**config.mk**
```make
export PLATFORM = sky130hd
export DESIGN_NAME = pe_frame_tx
export DESIGN_NICKNAME = d
export VERILOG_FILES = /design/src/rtl/pe_tx_pkg.sv /design/src/rtl/pe_tx_fifo.sv /design/src/rtl/pe_tx_start.sv /design/src/rtl/pe_tx_serial.sv /design/src/rtl/pe_frame_tx.sv
export SDC_FILE = /design/constraint.sdc
export NUM_CORES = 1
export LEC_CHECK = 0
export BUFFER_PORTS_ARGS = -buffer_cell sky130_fd_sc_hd__buf_2
export CORE_ASPECT_RATIO = 2
export CORE_MARGIN = 1
export CORE_UTILIZATION = 30
export CTS_CLUSTER_SIZE = 20
export DETAILED_ROUTE_END_ITERATION = 10
export SLEW_MARGIN = 20
export SYNTH_ARGS = -nofsm -noshare
export SYNTH_HDL_FRONTEND = slang
export SYNTH_SLANG_ARGS = --single-unit
export TNS_END_PERCENT = 100
```
**constraint.sdc**
```tcl
create_clock -name clk -period 7.7 [get_ports clk]
set_input_delay 1.925 -clock clk [delete_from_list [all_inputs] [get_ports clk]]
set_output_delay 1.925 -clock clk [all_outputs]
set_load 0.01 [all_outputs]
```
**src/rtl/pe_tx_pkg.sv**
```systemverilog
package pe_tx_pkg;

  typedef enum logic [1:0] {
    ST_IDLE = 2'd0,
    ST_SYNC = 2'd1,
    ST_DATA = 2'd2,
    ST_CRC  = 2'd3
  } tx_state_e;

  // one serial step of an MSB-first CRC register with zero-based remainder
  function automatic logic [15:0] crc16_step(input logic [15:0] crc_in,
                                             input logic        bit_in,
                                             input logic [15:0] poly);
    logic fb;
    fb = bit_in ^ crc_in[15];
    crc16_step = {crc_in[14:0], 1'b0} ^ (fb ? poly : 16'h0000);
  endfunction

endpackage

```
**src/rtl/pe_tx_fifo.sv**
```systemverilog
module pe_tx_fifo #(
  parameter int W     = 17,
  parameter int DEPTH = 16
) (
  input  logic         clk,
  input  logic         rst_n,
  input  logic         push,
  input  logic [W-1:0] push_data,
  input  logic         pop,
  input  logic         flush,
  output logic [W-1:0] rd_data,
  output logic         full,
  output logic         empty
);
  localparam int AW = (DEPTH > 1) ? $clog2(DEPTH) : 1;
  localparam int CW = $clog2(DEPTH + 1);
  localparam logic [AW-1:0] LAST_IDX = AW'(DEPTH - 1);
  localparam logic [CW-1:0] FULL_CNT = CW'(DEPTH);

  logic [W-1:0]  mem [DEPTH];
  logic [AW-1:0] wp, rp;
  logic [CW-1:0] cnt;

  assign full    = (cnt == FULL_CNT);
  assign empty   = (cnt == '0);
  assign rd_data = mem[rp];

  always_ff @(posedge clk) begin
    if (push) mem[wp] <= push_data;
  end

  always_ff @(posedge clk) begin
    if (!rst_n || flush) begin
      wp  <= '0;
      rp  <= '0;
      cnt <= '0;
    end else begin
      if (push) wp <= (wp == LAST_IDX) ? '0 : wp + 1'b1;
      if (pop)  rp <= (rp == LAST_IDX) ? '0 : rp + 1'b1;
      if (push && !pop)      cnt <= cnt + 1'b1;
      else if (pop && !push) cnt <= cnt - 1'b1;
    end
  end

  a_r12_no_pop_when_empty: assert property (@(posedge clk) disable iff (!rst_n)
    pop |-> !empty);
  a_r12_count_in_range: assert property (@(posedge clk) disable iff (!rst_n)
    cnt <= FULL_CNT);

endmodule

```
**src/rtl/pe_tx_start.sv**
```systemverilog
module pe_tx_start (
  input  logic clk,
  input  logic rst_n,
  input  logic tagged_push,
  input  logic tagged_pop,
  input  logic flush,
  input  logic fifo_full,
  input  logic cdown_done,
  input  logic carrier,
  input  logic coll_flag,
  input  logic busy,
  output logic start
);
  logic msg_whole;

  // a complete message sits in the queue once its tagged word is written
  always_ff @(posedge clk) begin
    if (!rst_n || flush)  msg_whole <= 1'b0;
    else if (tagged_push) msg_whole <= 1'b1;
    else if (tagged_pop)  msg_whole <= 1'b0;
  end

  assign start = !busy && cdown_done && !carrier && !coll_flag
               && (fifo_full || msg_whole);

  a_r7_start_needs_content: assert property (@(posedge clk) disable iff (!rst_n)
    start |-> (fifo_full || $past(tagged_push) || msg_whole));

endmodule

```
**src/rtl/pe_tx_serial.sv**
```systemverilog
module pe_tx_serial
  import pe_tx_pkg::*;
#(
  parameter int          DW   = 16,
  parameter logic [15:0] POLY = 16'h8005
) (
  input  logic          clk,
  input  logic          rst_n,
  input  logic          start,
  input  logic          collision,
  input  logic [DW-1:0] rd_data,
  input  logic          rd_last,
  input  logic          fifo_empty,
  output logic          pop,
  output logic          pop_last,
  output logic          coll_hit,
  output logic          line_out,
  output logic          busy
);
  localparam int BW = $clog2(DW);
  localparam logic [BW-1:0] BIT_MAX = BW'(DW - 1);

  tx_state_e     state;
  logic          half;
  logic [BW-1:0] bitcnt;
  logic [DW-1:0] shreg;
  logic          cur_last;
  logic [15:0]   crc;

  // named internal events
  logic          bit_end, word_end, need_word, underrun, cur_bit;
  logic [15:0]   crc_nxt;

  assign busy      = (state != ST_IDLE);
  assign bit_end   = busy && half;
  assign word_end  = bit_end && (bitcnt == BIT_MAX);
  assign need_word = (state == ST_SYNC && bit_end)
                  || (state == ST_DATA && word_end && !cur_last);
  assign coll_hit  = collision && busy;
  assign underrun  = need_word && fifo_empty && !coll_hit;
  assign pop       = need_word && !fifo_empty && !coll_hit;
  assign pop_last  = pop && rd_last;
  assign crc_nxt   = crc16_step(crc, shreg[DW-1], POLY);

  always_comb begin
    unique case (state)
      ST_SYNC: cur_bit = 1'b1;
      ST_DATA: cur_bit = shreg[DW-1];
      ST_CRC:  cur_bit = crc[15];
      default: cur_bit = 1'b0;
    endcase
  end

  assign line_out = busy && (cur_bit ^ half);

  always_ff @(posedge clk) begin
    if (!rst_n) begin
      state    <= ST_IDLE;
      half     <= 1'b0;
      bitcnt   <= '0;
      shreg    <= '0;
      cur_last <= 1'b0;
      crc      <= '0;
    end else if (coll_hit) begin
      state <= ST_IDLE;
      half  <= 1'b0;
    end else if (state == ST_IDLE) begin
      if (start) begin
        state <= ST_SYNC;
        half  <= 1'b0;
        crc   <= '0;
      end
    end else begin
      half <= ~half;
      if (bit_end) begin
        unique case (state)
          ST_SYNC: begin
            if (underrun) state <= ST_IDLE;
            else begin
              shreg    <= rd_data;
              cur_last <= rd_last;
              bitcnt   <= '0;
              state    <= ST_DATA;
            end
          end
          ST_DATA: begin
            crc <= crc_nxt;
            if (word_end) begin
              bitcnt <= '0;
              if (cur_last)      state <= ST_CRC;
              else if (underrun) state <= ST_IDLE;
              else begin
                shreg    <= rd_data;
                cur_last <= rd_last;
              end
            end else begin
              shreg  <= {shreg[DW-2:0], 1'b0};
              bitcnt <= bitcnt + 1'b1;
            end
          end
          ST_CRC: begin
            crc    <= {crc[14:0], 1'b0};
            bitcnt <= bitcnt + 1'b1;
            if (bitcnt == BIT_MAX) state <= ST_IDLE;
          end
          default: state <= ST_IDLE;
        endcase
      end
    end
  end

  a_r1_second_half_inverts: assert property (@(posedge clk) disable iff (!rst_n)
    (busy && half) |-> (line_out != $past(line_out)));
  a_r2_sync_opens_high: assert property (@(posedge clk) disable iff (!rst_n)
    $rose(busy) |-> line_out);
  a_r11_underrun_ends_frame: assert property (@(posedge clk) disable iff (!rst_n)
    underrun |=> !busy && !line_out);
  a_r4_crc_follows_tagged_word: assert property (@(posedge clk) disable iff (!rst_n)
    (state == ST_DATA && word_end && cur_last && !coll_hit) |=> (state == ST_CRC));

endmodule

```
**src/rtl/pe_frame_tx.sv**
```systemverilog
module pe_frame_tx #(
  parameter int          DW    = 16,
  parameter int          DEPTH = 16,
  parameter logic [15:0] POLY  = 16'h8005
) (
  input  logic          clk,
  input  logic          rst_n,
  input  logic          ld_valid,
  input  logic [DW-1:0] ld_data,
  input  logic          ld_last,
  output logic          ld_ready,
  input  logic          cdown_done,
  input  logic          carrier,
  input  logic          coll_in,
  input  logic          coll_clr,
  output logic          line_out,
  output logic          busy,
  output logic          coll_flag,
  output logic          wake_req
);
  localparam int QW = DW + 1;

  logic          push, pop, pop_last, coll_hit, start;
  logic          q_full, q_empty;
  logic [QW-1:0] q_rd;

  assign ld_ready = !q_full;
  assign push     = ld_valid && ld_ready;

  pe_tx_fifo #(.W(QW), .DEPTH(DEPTH)) u_fifo (
    .clk       (clk),
    .rst_n     (rst_n),
    .push      (push),
    .push_data ({ld_last, ld_data}),
    .pop       (pop),
    .flush     (coll_hit),
    .rd_data   (q_rd),
    .full      (q_full),
    .empty     (q_empty)
  );

  pe_tx_start u_start (
    .clk         (clk),
    .rst_n       (rst_n),
    .tagged_push (push && ld_last),
    .tagged_pop  (pop_last),
    .flush       (coll_hit),
    .fifo_full   (q_full),
    .cdown_done  (cdown_done),
    .carrier     (carrier),
    .coll_flag   (coll_flag),
    .busy        (busy),
    .start       (start)
  );

  pe_tx_serial #(.DW(DW), .POLY(POLY)) u_serial (
    .clk        (clk),
    .rst_n      (rst_n),
    .start      (start),
    .collision  (coll_in),
    .rd_data    (q_rd[DW-1:0]),
    .rd_last    (q_rd[DW]),
    .fifo_empty (q_empty),
    .pop        (pop),
    .pop_last   (pop_last),
    .coll_hit   (coll_hit),
    .line_out   (line_out),
    .busy       (busy)
  );

  always_ff @(posedge clk) begin
    if (!rst_n) begin
      coll_flag <= 1'b0;
      wake_req  <= 1'b0;
    end else begin
      wake_req <= coll_hit;
      if (coll_hit)      coll_flag <= 1'b1;
      else if (coll_clr) coll_flag <= 1'b0;
    end
  end

  a_r6_no_start_under_carrier: assert property (@(posedge clk) disable iff (!rst_n)
    $rose(busy) |-> (!$past(carrier) && $past(cdown_done)));
  a_r9_collision_aborts: assert property (@(posedge clk) disable iff (!rst_n)
    (coll_in && busy) |=> (!busy && !line_out && coll_flag && wake_req));
  a_r10_flag_blocks_start: assert property (@(posedge clk) disable iff (!rst_n)
    $past(coll_flag) |-> !$rose(busy));
  a_r1_idle_line_low: assert property (@(posedge clk) disable iff (!rst_n)
    $fell(busy) |-> !line_out);

endmodule

```
# After elaboration in Yosys (flattened, before gate mapping)
# Memory sizes are Yosys's and may differ from the RTL's. A register that Yosys moved wholly into a read port is not among the register bits.
# Cells that the tools add are included.
# totals
mem_count	1
latchBits	0
ramBits	272
output_inout_bits	5
regBits	56
rom_bits	0
# op_classes
order_cmp	0
reduce_logical	49
eq_ne	14
multipliers	0
bitwise	7
muxes	41
shift	0
n_addsub	5
div	0
# memory_table
memory	words	width	rd	rd_clocked_by_memory_dff	wr	line	rtl
u_fifo.mem	16	17	1	1	1	pe_tx_fifo.sv:20	logic [W-1:0] mem [DEPTH];
# op_table
op	count
$mux W16	7
$pmux W16 S2	2
$mux W4	6
$logic_and A1 B1 Y1	20
$mux W2	8
$xor A16 B16 Y16	1
$reduce_and A5 Y1	3
$add A4 B1 Y4 const B	3
$eq A4 B4 Y1 const B	3
$mux W1	12
$pmux W4 S3	1
$reduce_bool A2 Y1	6
$logic_not A1 Y1	10
$mux W5	2
$pmux W2 S3	1
$reduce_and A6 Y1	1
$reduce_bool A3 Y1	2
$add A5 B1 Y5 const B	1
$eq A5 B5 Y1 const B	1
$logic_not A5 Y1	1
$sub A5 B1 Y5 const B	1
$eq A2 B2 Y1 const B	2
$ne A2 B2 Y1 const B	2
$ne A4 B2 Y1 const B	1
13 further kinds	19

# Longest topological paths before layout
# Gate-level depths: netlist (run 1).
# logic_depth
depth_word	14
mapped_depth	14

# Hierarchy
# From an unflattened synthesis (run 1), not the netlist that was laid out.
# hier_totals
hier_cells	776
hier_area_um2	13365.3
# by_module_without_submodules
module	area_each_um2	cells_per_inst	n_inst	seq_area_each_um2
pe_tx_fifo	11165.7	529	1	8508.2
pe_tx_serial	2050.7	233	1	800.8
pe_frame_tx	86.3	8	1	40.0
pe_tx_start	62.6	6	1	20.0

# Worst setup path after synthesis (run 1)
# No wires, ideal clock.
# synth_path
path_type	input to register
from	in ld_valid
to	mem u_fifo.mem[3][0] (enable)
path_buffers	1
setup_ns	0.412
path_slack_ns	3.474
arrival_time_ns	3.813
stages	4
path_cell_list	a21boi_0 -> clkbuf_1 -> nand2_1 -> nor3_1
# synth_via
elab_chain_cells	3
# synth_rtl
item	line	rtl
from (decl)	pe_frame_tx.sv:8	input logic ld_valid,
$logic_and A1 B1 Y1	pe_frame_tx.sv:28	assign push = ld_valid && ld_ready;
net push	pe_frame_tx.sv:23	logic push, pop, pop_last, coll_hit, start;
$mux W1	pe_tx_fifo.sv:29	if (push) mem[wp] <= push_data;
$mux W1 (implied by the code)	pe_tx_fifo.sv:29	
to (decl)	pe_tx_fifo.sv:20	
# The timed path passes the listed nets, and every way through them passes these cells.

# Worst setup path in the final report (run 1)
# layout_path
from	reg u_serial.state[0]
to	out line_out
# layout_via
elab_chain_cells	4
# layout_rtl
item	line	rtl
from (decl)	pe_tx_serial.sv:23	tx_state_e state;
from (signal assigned)	pe_tx_serial.sv:58	state <= ST_IDLE;
from (signal assigned)	pe_tx_serial.sv:65	state <= ST_IDLE;
from (signal assigned)	pe_tx_serial.sv:69	state <= ST_SYNC;
$eq A2 B2 Y1 / $eq A2 B1 Y1 (equally long branches)	pe_tx_serial.sv:46	unique case (state)
$pmux W1 S3	pe_tx_serial.sv:46	
$xor A1 B1 Y1	pe_tx_serial.sv:54	assign line_out = busy && (cur_bit ^ half);
$logic_and A1 B1 Y1 (*)	pe_tx_serial.sv:54	
to (decl)	pe_frame_tx.sv:16	output logic line_out,
# Every way passes the cells marked *; elsewhere a longest branch is shown, timed or not.

==> results.sh, run 1 <==
export IMPL_ys_ff_latch=332
export IMPL_vias=7257
export IMPL_fin_cells=1429
export IMPL_pre_cts_slack_ps=3450
export IMPL_drtIter0Drc=402
export IMPL_clk_path_buf_depth=3
export IMPL_status="complete, no violations"
export IMPL_avgSynthCellArea_um2=16.3
export IMPL_synth_fp_nets=866
export IMPL_postLayoutSetupSlackWorst_ps=3440
export IMPL_drv_slew=0
export IMPL_setup_viol=0
export IMPL_final_nets=895
export IMPL_area_delta_synth_final_pct=12.3
export IMPL_fin_util_pct=34.2
export IMPL_die_height_um=301
export IMPL_hold_buffers=0
export IMPL_clk_pin_slew_ps=70
export IMPL_pin_count=29
export IMPL_avgViaCountPerCell=5.08
export IMPL_cts_buffers=27
export IMPL_finalClockSkew_ps=10.6
export IMPL_post_cts_setup_buffer_count=0
export IMPL_clk_latency_ps=550
export IMPL_hp_class="reg -> reg"
export IMPL_drtAntennaViolNets=0
export IMPL_synth_cells=824
export IMPL_synth_edf_count=272
export IMPL_drt_first_pass_iters=5
export IMPL_cts_tree="yes"
export IMPL_globalRouteOverflowTotal=0
export IMPL_peakVddDrop_v=0.000146
export IMPL_ys_top_cells_by_area="edfxtp_1 61%, mux4_2 9.4%, dfxtp_1 8.9%"
export IMPL_drv_cap=0
export IMPL_ys_flop_type="edfxtp_1"
export IMPL_setup_tns_ps=0
export IMPL_die_width_um=152
export IMPL_path_class="reg -> out"
export IMPL_synth_top_area_share_pct=60.7
export IMPL_dp_cells=1379
export IMPL_yosysTopAreaCell="edfxtp_1"
export IMPL_clockRootBuffer="clkbuf_16"
export IMPL_cpPeakStageDelay_ps=470
export IMPL_ctsResizeCount=0
export IMPL_rows=109
export IMPL_start_util_pct=30.4
export IMPL_ys_warn_count=0
export IMPL_power_density_nw_per_um2=237
export IMPL_dp_hpwl_um=19700
export IMPL_async_flop_share_pct=0
export IMPL_crit_fanout=13
export IMPL_maxSlewHeadroom_pct=23.9
export IMPL_grt_max_degree=66
export IMPL_synth_distinct_cells=66
export IMPL_finalCriticalPeriod_ps=4260
export IMPL_drc=0
export IMPL_fin_area_um2=15100
export IMPL_avgRoutedWirePerCell_um=21.4
export IMPL_path_cells="inv_1, ha_1, a221oi_1, a21oi_1, xnor2_1, nor2_1, buf_2"
export IMPL_whs_ps=456
export IMPL_path_buf_inv=2
export IMPL_critPathSlowestCell="dfxtp_1"
export IMPL_fmax_mhz=235
export IMPL_place_congestion=0.853
export IMPL_ctsHtreeMaxLevel=1
export IMPL_antenna_found_initial=0
export IMPL_leakage_nw=4.67
export IMPL_worst_setup_path_start_kind="flip-flop"
export IMPL_hold_viol=0
export IMPL_die_area_um2=45700
export IMPL_tightestPinTransition_ps=1140
export IMPL_required_ps=5780
export IMPL_critPathTopFamily="flip-flops"
export IMPL_fin_crit_sh_pct=55.3
export IMPL_dpl_cell_area_um2=14300
export IMPL_grt_usage_pct=13.7
export IMPL_portBuffers=28
export IMPL_power_mw=3.58
export IMPL_endpoint_kind="output port"
export IMPL_clock_sinks=332
export IMPL_drive_gt1_share_pct=19.7
export IMPL_netlist_area_um2=13500
export IMPL_drt_wl_total_um=30500
export IMPL_rsz0062_at_grt="false"
export IMPL_grt_pass1_wl_um=45700
export IMPL_yosysSeqAreaShare_pct=69.6
export IMPL_grt_pass1_vias=7448
export IMPL_coreArea_um2=44200
export IMPL_arrival_ps=2330
-- cell usage after synthesis (all sizes together), types with 2 or more instances --
cell type and number:
nand2 48, a31oi 3, a21oi 43, o21ai 12, a221o 5, o2bb2ai 5, nand4 3, nand3b 7
nand2b 7, xor2 7, xnor2 2, and2 3, mux4 56, a211oi 15, nand3 27, dfxtp 60
and3 7, nor4bb 2, nor2b 28, a32o 6, nor2 38, a211o 2, mux2i 25, o32ai 5
buf 25, o41ai 2, a21boi 3, o21a 3, nor3 5, a22o 8, a22oi 10, clkbuf 22
o211ai 2, or3 2, mux2 3, a21o 3, a2111oi 5, ha 17, inv 9, a31o 2
edfxtp 272
-- flip-flops by register name (all words and copies together) (netlist names), 2 cells and up, named ones only --
name / flops
u_fifo.rp: 4
u_serial.shreg: 16
u_fifo.mem: 272
u_fifo.wp: 4
u_serial.bitcnt: 4
u_serial.crc: 16
u_fifo.cnt: 5
u_serial.state: 2
-- power breakdown --
group	total [mW]	switching [mW]	internal (mW)
logic	0.240	0.158	0.0820
clock network	1.34	0.619	0.718
registers	2.00	0.0226	1.98
-- worst paths after layout --
path	startpoint	to	slack [ps]	depth (start not counted)
worst max-delay path	u_serial.state[0]	line_out	3440	7
worst min-delay path	u_serial.crc[5]	u_serial.crc[5]	460	2
worst max register to register	u_serial.state[0]	u_fifo.cnt[4]	3930	13
worst min register to register	u_serial.crc[5]	u_serial.crc[5]	460	2
-- cell usage in the layout, fill, tap and decap left out, drive strengths merged, types with 6 or more instances in the layout --
| master | synthesis | routed |
|---|---|---|
| a211oi | 15 | 15 |
| inv | 9 | 10 |
| clkbuf | 22 | 34 |
| nand3 | 27 | 27 |
| and3 | 7 | 7 |
| dfxtp | 60 | 60 |
| a22o | 8 | 8 |
| a21oi | 43 | 43 |
| ha | 17 | 17 |
| mux2i | 25 | 25 |
| clkinv | 1 | 10 |
| nand3b | 7 | 7 |
| mux4 | 56 | 56 |
| buf | 25 | 47 |
| a32o | 6 | 6 |
| edfxtp | 272 | 272 |
| a22oi | 10 | 10 |
| nor2 | 38 | 38 |
| xor2 | 7 | 7 |
| nand2b | 7 | 7 |
| nor2b | 28 | 28 |
| o21ai | 12 | 12 |
| nand2 | 48 | 48 |
-- cells by family (layout without fill, tap and decap cells) --
logic type      count (synthesis)  count (layout)  synth area share, %
xor+xnor                        9               9                0.586
fa+ha+maj                      18              18                 1.73
flops                         332             332                 69.6
other cells                     0               1                    0
mux                            84              84                 11.5
buf+inv                        57             106                 2.01
compound gates                142             142                 7.63
simple gates                  182             182                 6.93
-- tightest hold or removal path: stages (launching register included) --
cell	delay, ps
dfxtp_1	310
nand2_1	50
a21oi_1	50
-- layout make-up --
cell class | instances | area, um2
multi-input cells | 435 | 3870
diodes | 1 | 2.50
clock buffers | 34 | 702
fillers | 4267 | 29100
flip-flops and latches | 332 | 9380
repair buffers | 47 | 283
well taps | 555 | 694
clock inverters | 15 | 136
inverters | 10 | 37.5
-- metal layers --
metal,up-vias,GRT usage (%),wire length (um)
met5,-,0,0
met4,0,6.62,1320
met3,56,1.44,992
met2,152,27.3,17800
met1,3744,13.4,10400
li1,3305,-,-
(Power assumes the default switching activity.)
==> inputs of run 2 (changes only) <==
Clock period 7.7 ns to 3.6 ns, I/O delays scaled along.
==> run 2 against run 1 <==
Net effect: flip-flop and latch count unchanged; die area unchanged; via count decreased by 0.12%; sequential share of layout area down 1.2 points; non-clock buffer count up 19; cell count is 1.2% higher; global-route usage grew 0.24 points; register-to-register slack worse by 3600 ps; core utilization increased by 0.67 points; critical endpoint is now u_fifo.cnt[4].
==> results.sh, run 2 (same netlist as run 1, synthesis figures left out) <==
export IMPL_vias=7248
export IMPL_setup_tns_ps=0
export IMPL_die_area_um2=45700
export IMPL_clk_path_buf_depth=3
export IMPL_clk_pin_slew_ps=70
export IMPL_coreArea_um2=44200
export IMPL_tightestPinTransition_ps=871
export IMPL_critPathTopFamily="adder cells"
export IMPL_drtAntennaViolNets=0
export IMPL_fmax_mhz=303
export IMPL_fillers=4186
export IMPL_fin_crit_sh_pct=91.7
export IMPL_hp_class="reg -> reg"
export IMPL_sequentialPowerShare_pct=54.5
export IMPL_gr_usage_met3_pct=1.44
export IMPL_endpoint_kind="flip-flop"
export IMPL_insertedDiodeCount=0
export IMPL_drt_first_pass_iters=5
export IMPL_fin_cells=1446
export IMPL_avgViaCountPerCell=5.01
export IMPL_regArea_um2=9380
export IMPL_grt_usage_pct=13.9
export IMPL_power_switching_mw=1.70
export IMPL_grt_max_degree=34
export IMPL_place_congestion=0.833
export IMPL_top_regs="u_fifo.mem x272, u_serial.crc x16, u_serial.shreg x16"
export IMPL_cts_buffers=28
export IMPL_fin_util_pct=34.9
export IMPL_setup_viol=0
export IMPL_clkPwrFrac_pct=39.1
export IMPL_clk_latency_ps=550
export IMPL_peakVddDrop_v=0.000282
export IMPL_p_int_mw=6.16
export IMPL_finalCriticalPeriod_ps=3300
export IMPL_largest_reg_flops=272
export IMPL_grt_pass1_wl_um=46600
export IMPL_ctsHtreeMaxLevel=1
export IMPL_path_buf_inv=2
export IMPL_clockRootBuffer="clkbuf_16"
export IMPL_drv_slew=0
export IMPL_pin_count=29
export IMPL_gr_usage_met1_pct=14.1
export IMPL_die_width_um=152
export IMPL_critPathSlowestCell="dfxtp_1"
export IMPL_drive_gt1_share_pct=21.5
export IMPL_ctsResizeCount=0
export IMPL_layout_common_cells="272 x edfxtp_1, 56 x mux4_2, 56 x dfxtp_1"
export IMPL_finalClockSkew_ps=10.6
export IMPL_hold_buffers=0
export IMPL_drtIter0Drc=490
export IMPL_avgRoutedWirePerCell_um=21.3
export IMPL_path_cells="inv_1, ha_1, and3b_1, a31o_2, nand3_1, ha_1, inv_1, ha_1, nor2b_1, o21a_1, or3_1, a21oi_1, mux2i_1"
export IMPL_path_class="reg -> reg"
export IMPL_gr_usage_met2_pct=27.6
export IMPL_dp_cells=1398
export IMPL_post_cts_setup_buffer_count=0
export IMPL_busiest_layer="met2"
export IMPL_drv_cap=0
export IMPL_required_ps=4090
export IMPL_arrival_ps=3790
export IMPL_cp_common_cell="ha_1"
export IMPL_multi_input_area_um2=3860
export IMPL_p_comb_share_pct=6.4
export IMPL_die_height_um=301
export IMPL_final_nets=915
export IMPL_maxSlewHeadroom_pct=41.8
export IMPL_leakage_nw=4.83
export IMPL_globalRouteOverflowTotal=0
export IMPL_area_delta_synth_final_pct=14.5
export IMPL_cts_tree="yes"
export IMPL_portBuffers=28
export IMPL_cpPeakStageDelay_ps=480
export IMPL_regMostFlops="u_fifo.mem"
export IMPL_worst_setup_path_start_kind="flip-flop"
export IMPL_start_util_pct=30.4
export IMPL_rsz0062_at_grt="false"
export IMPL_antenna_found_initial=1
export IMPL_p_sw_share_pct=21.6
export IMPL_status="complete, no violations"
export IMPL_crit_fanout=8
export IMPL_grt_pass1_vias=7621
export IMPL_drt_wl_total_um=30800
export IMPL_drc=0
export IMPL_clock_sinks=332
export IMPL_hold_viol=0
export IMPL_power_density_nw_per_um2=510
export IMPL_rows=109
export IMPL_postLayoutSetupSlackWorst_ps=297
export IMPL_dp_hpwl_um=20600
export IMPL_pre_cts_slack_ps=331
export IMPL_final_common_cell="edfxtp_1"
==> run 2: tightest hold or removal path, delay by kind of cell (launching register included) <==
| family | cells | cell delay [ps] |
|---|---|---|
| DFF | 1 | 310 |
| AOI/OAI and AO/OA | 1 | 50 |
| and+or+nand+nor | 1 | 50 |
==> run 2: through the flow <==
step	power, mW	hold WS (ps)	area, um2
after floorplan	4.68	432	13500
after global placement	4.86	440	14500
after detailed placement	4.87	444	14500
after CTS	7.94	455	15400
after global routing	8.11	479	15400
final	7.86	452	15400
==> run 2: power groups by stage <==
stage	clock network (mW)	logic [mW]	registers, mW
after floorplan	0	0.319	4.36
after global placement	0	0.498	4.36
after detailed placement	0	0.508	4.37
after CTS	3.14	0.509	4.28
after global routing	3.26	0.560	4.29
final	3.08	0.503	4.28
==> run 2: path summary, 6_finish.rpt <==
kind | start | endpoint | slack (ps) | depth (start not counted)
worst max-delay path | u_serial.state[1] | u_fifo.cnt[4] | 300 | 13
worst min register to register | u_serial.crc[4] | u_serial.crc[4] | 450 | 2
worst min-delay path | u_serial.crc[4] | u_serial.crc[4] | 450 | 2
worst max register to register | u_serial.state[1] | u_fifo.cnt[4] | 300 | 13
==> run 2: cell type report <==
type	count	share of cell area, %
Tap cell	555	4.51
Timing Repair Buffer	66	3.33
Clock inverter	16	1.17
Sequential cell	332	60.9
Clock buffer	32	4.78
Multi-Input combinational cell	435	25.1
Inverter	10	0.244
==> run 2: metal layers <==
metal  up-vias  part of all wire (%)
met4         2                   3.8
met5         -                 0.042
met1      3692                    35
li1       3352                     -
met3        57                   3.0
met2       145                    58
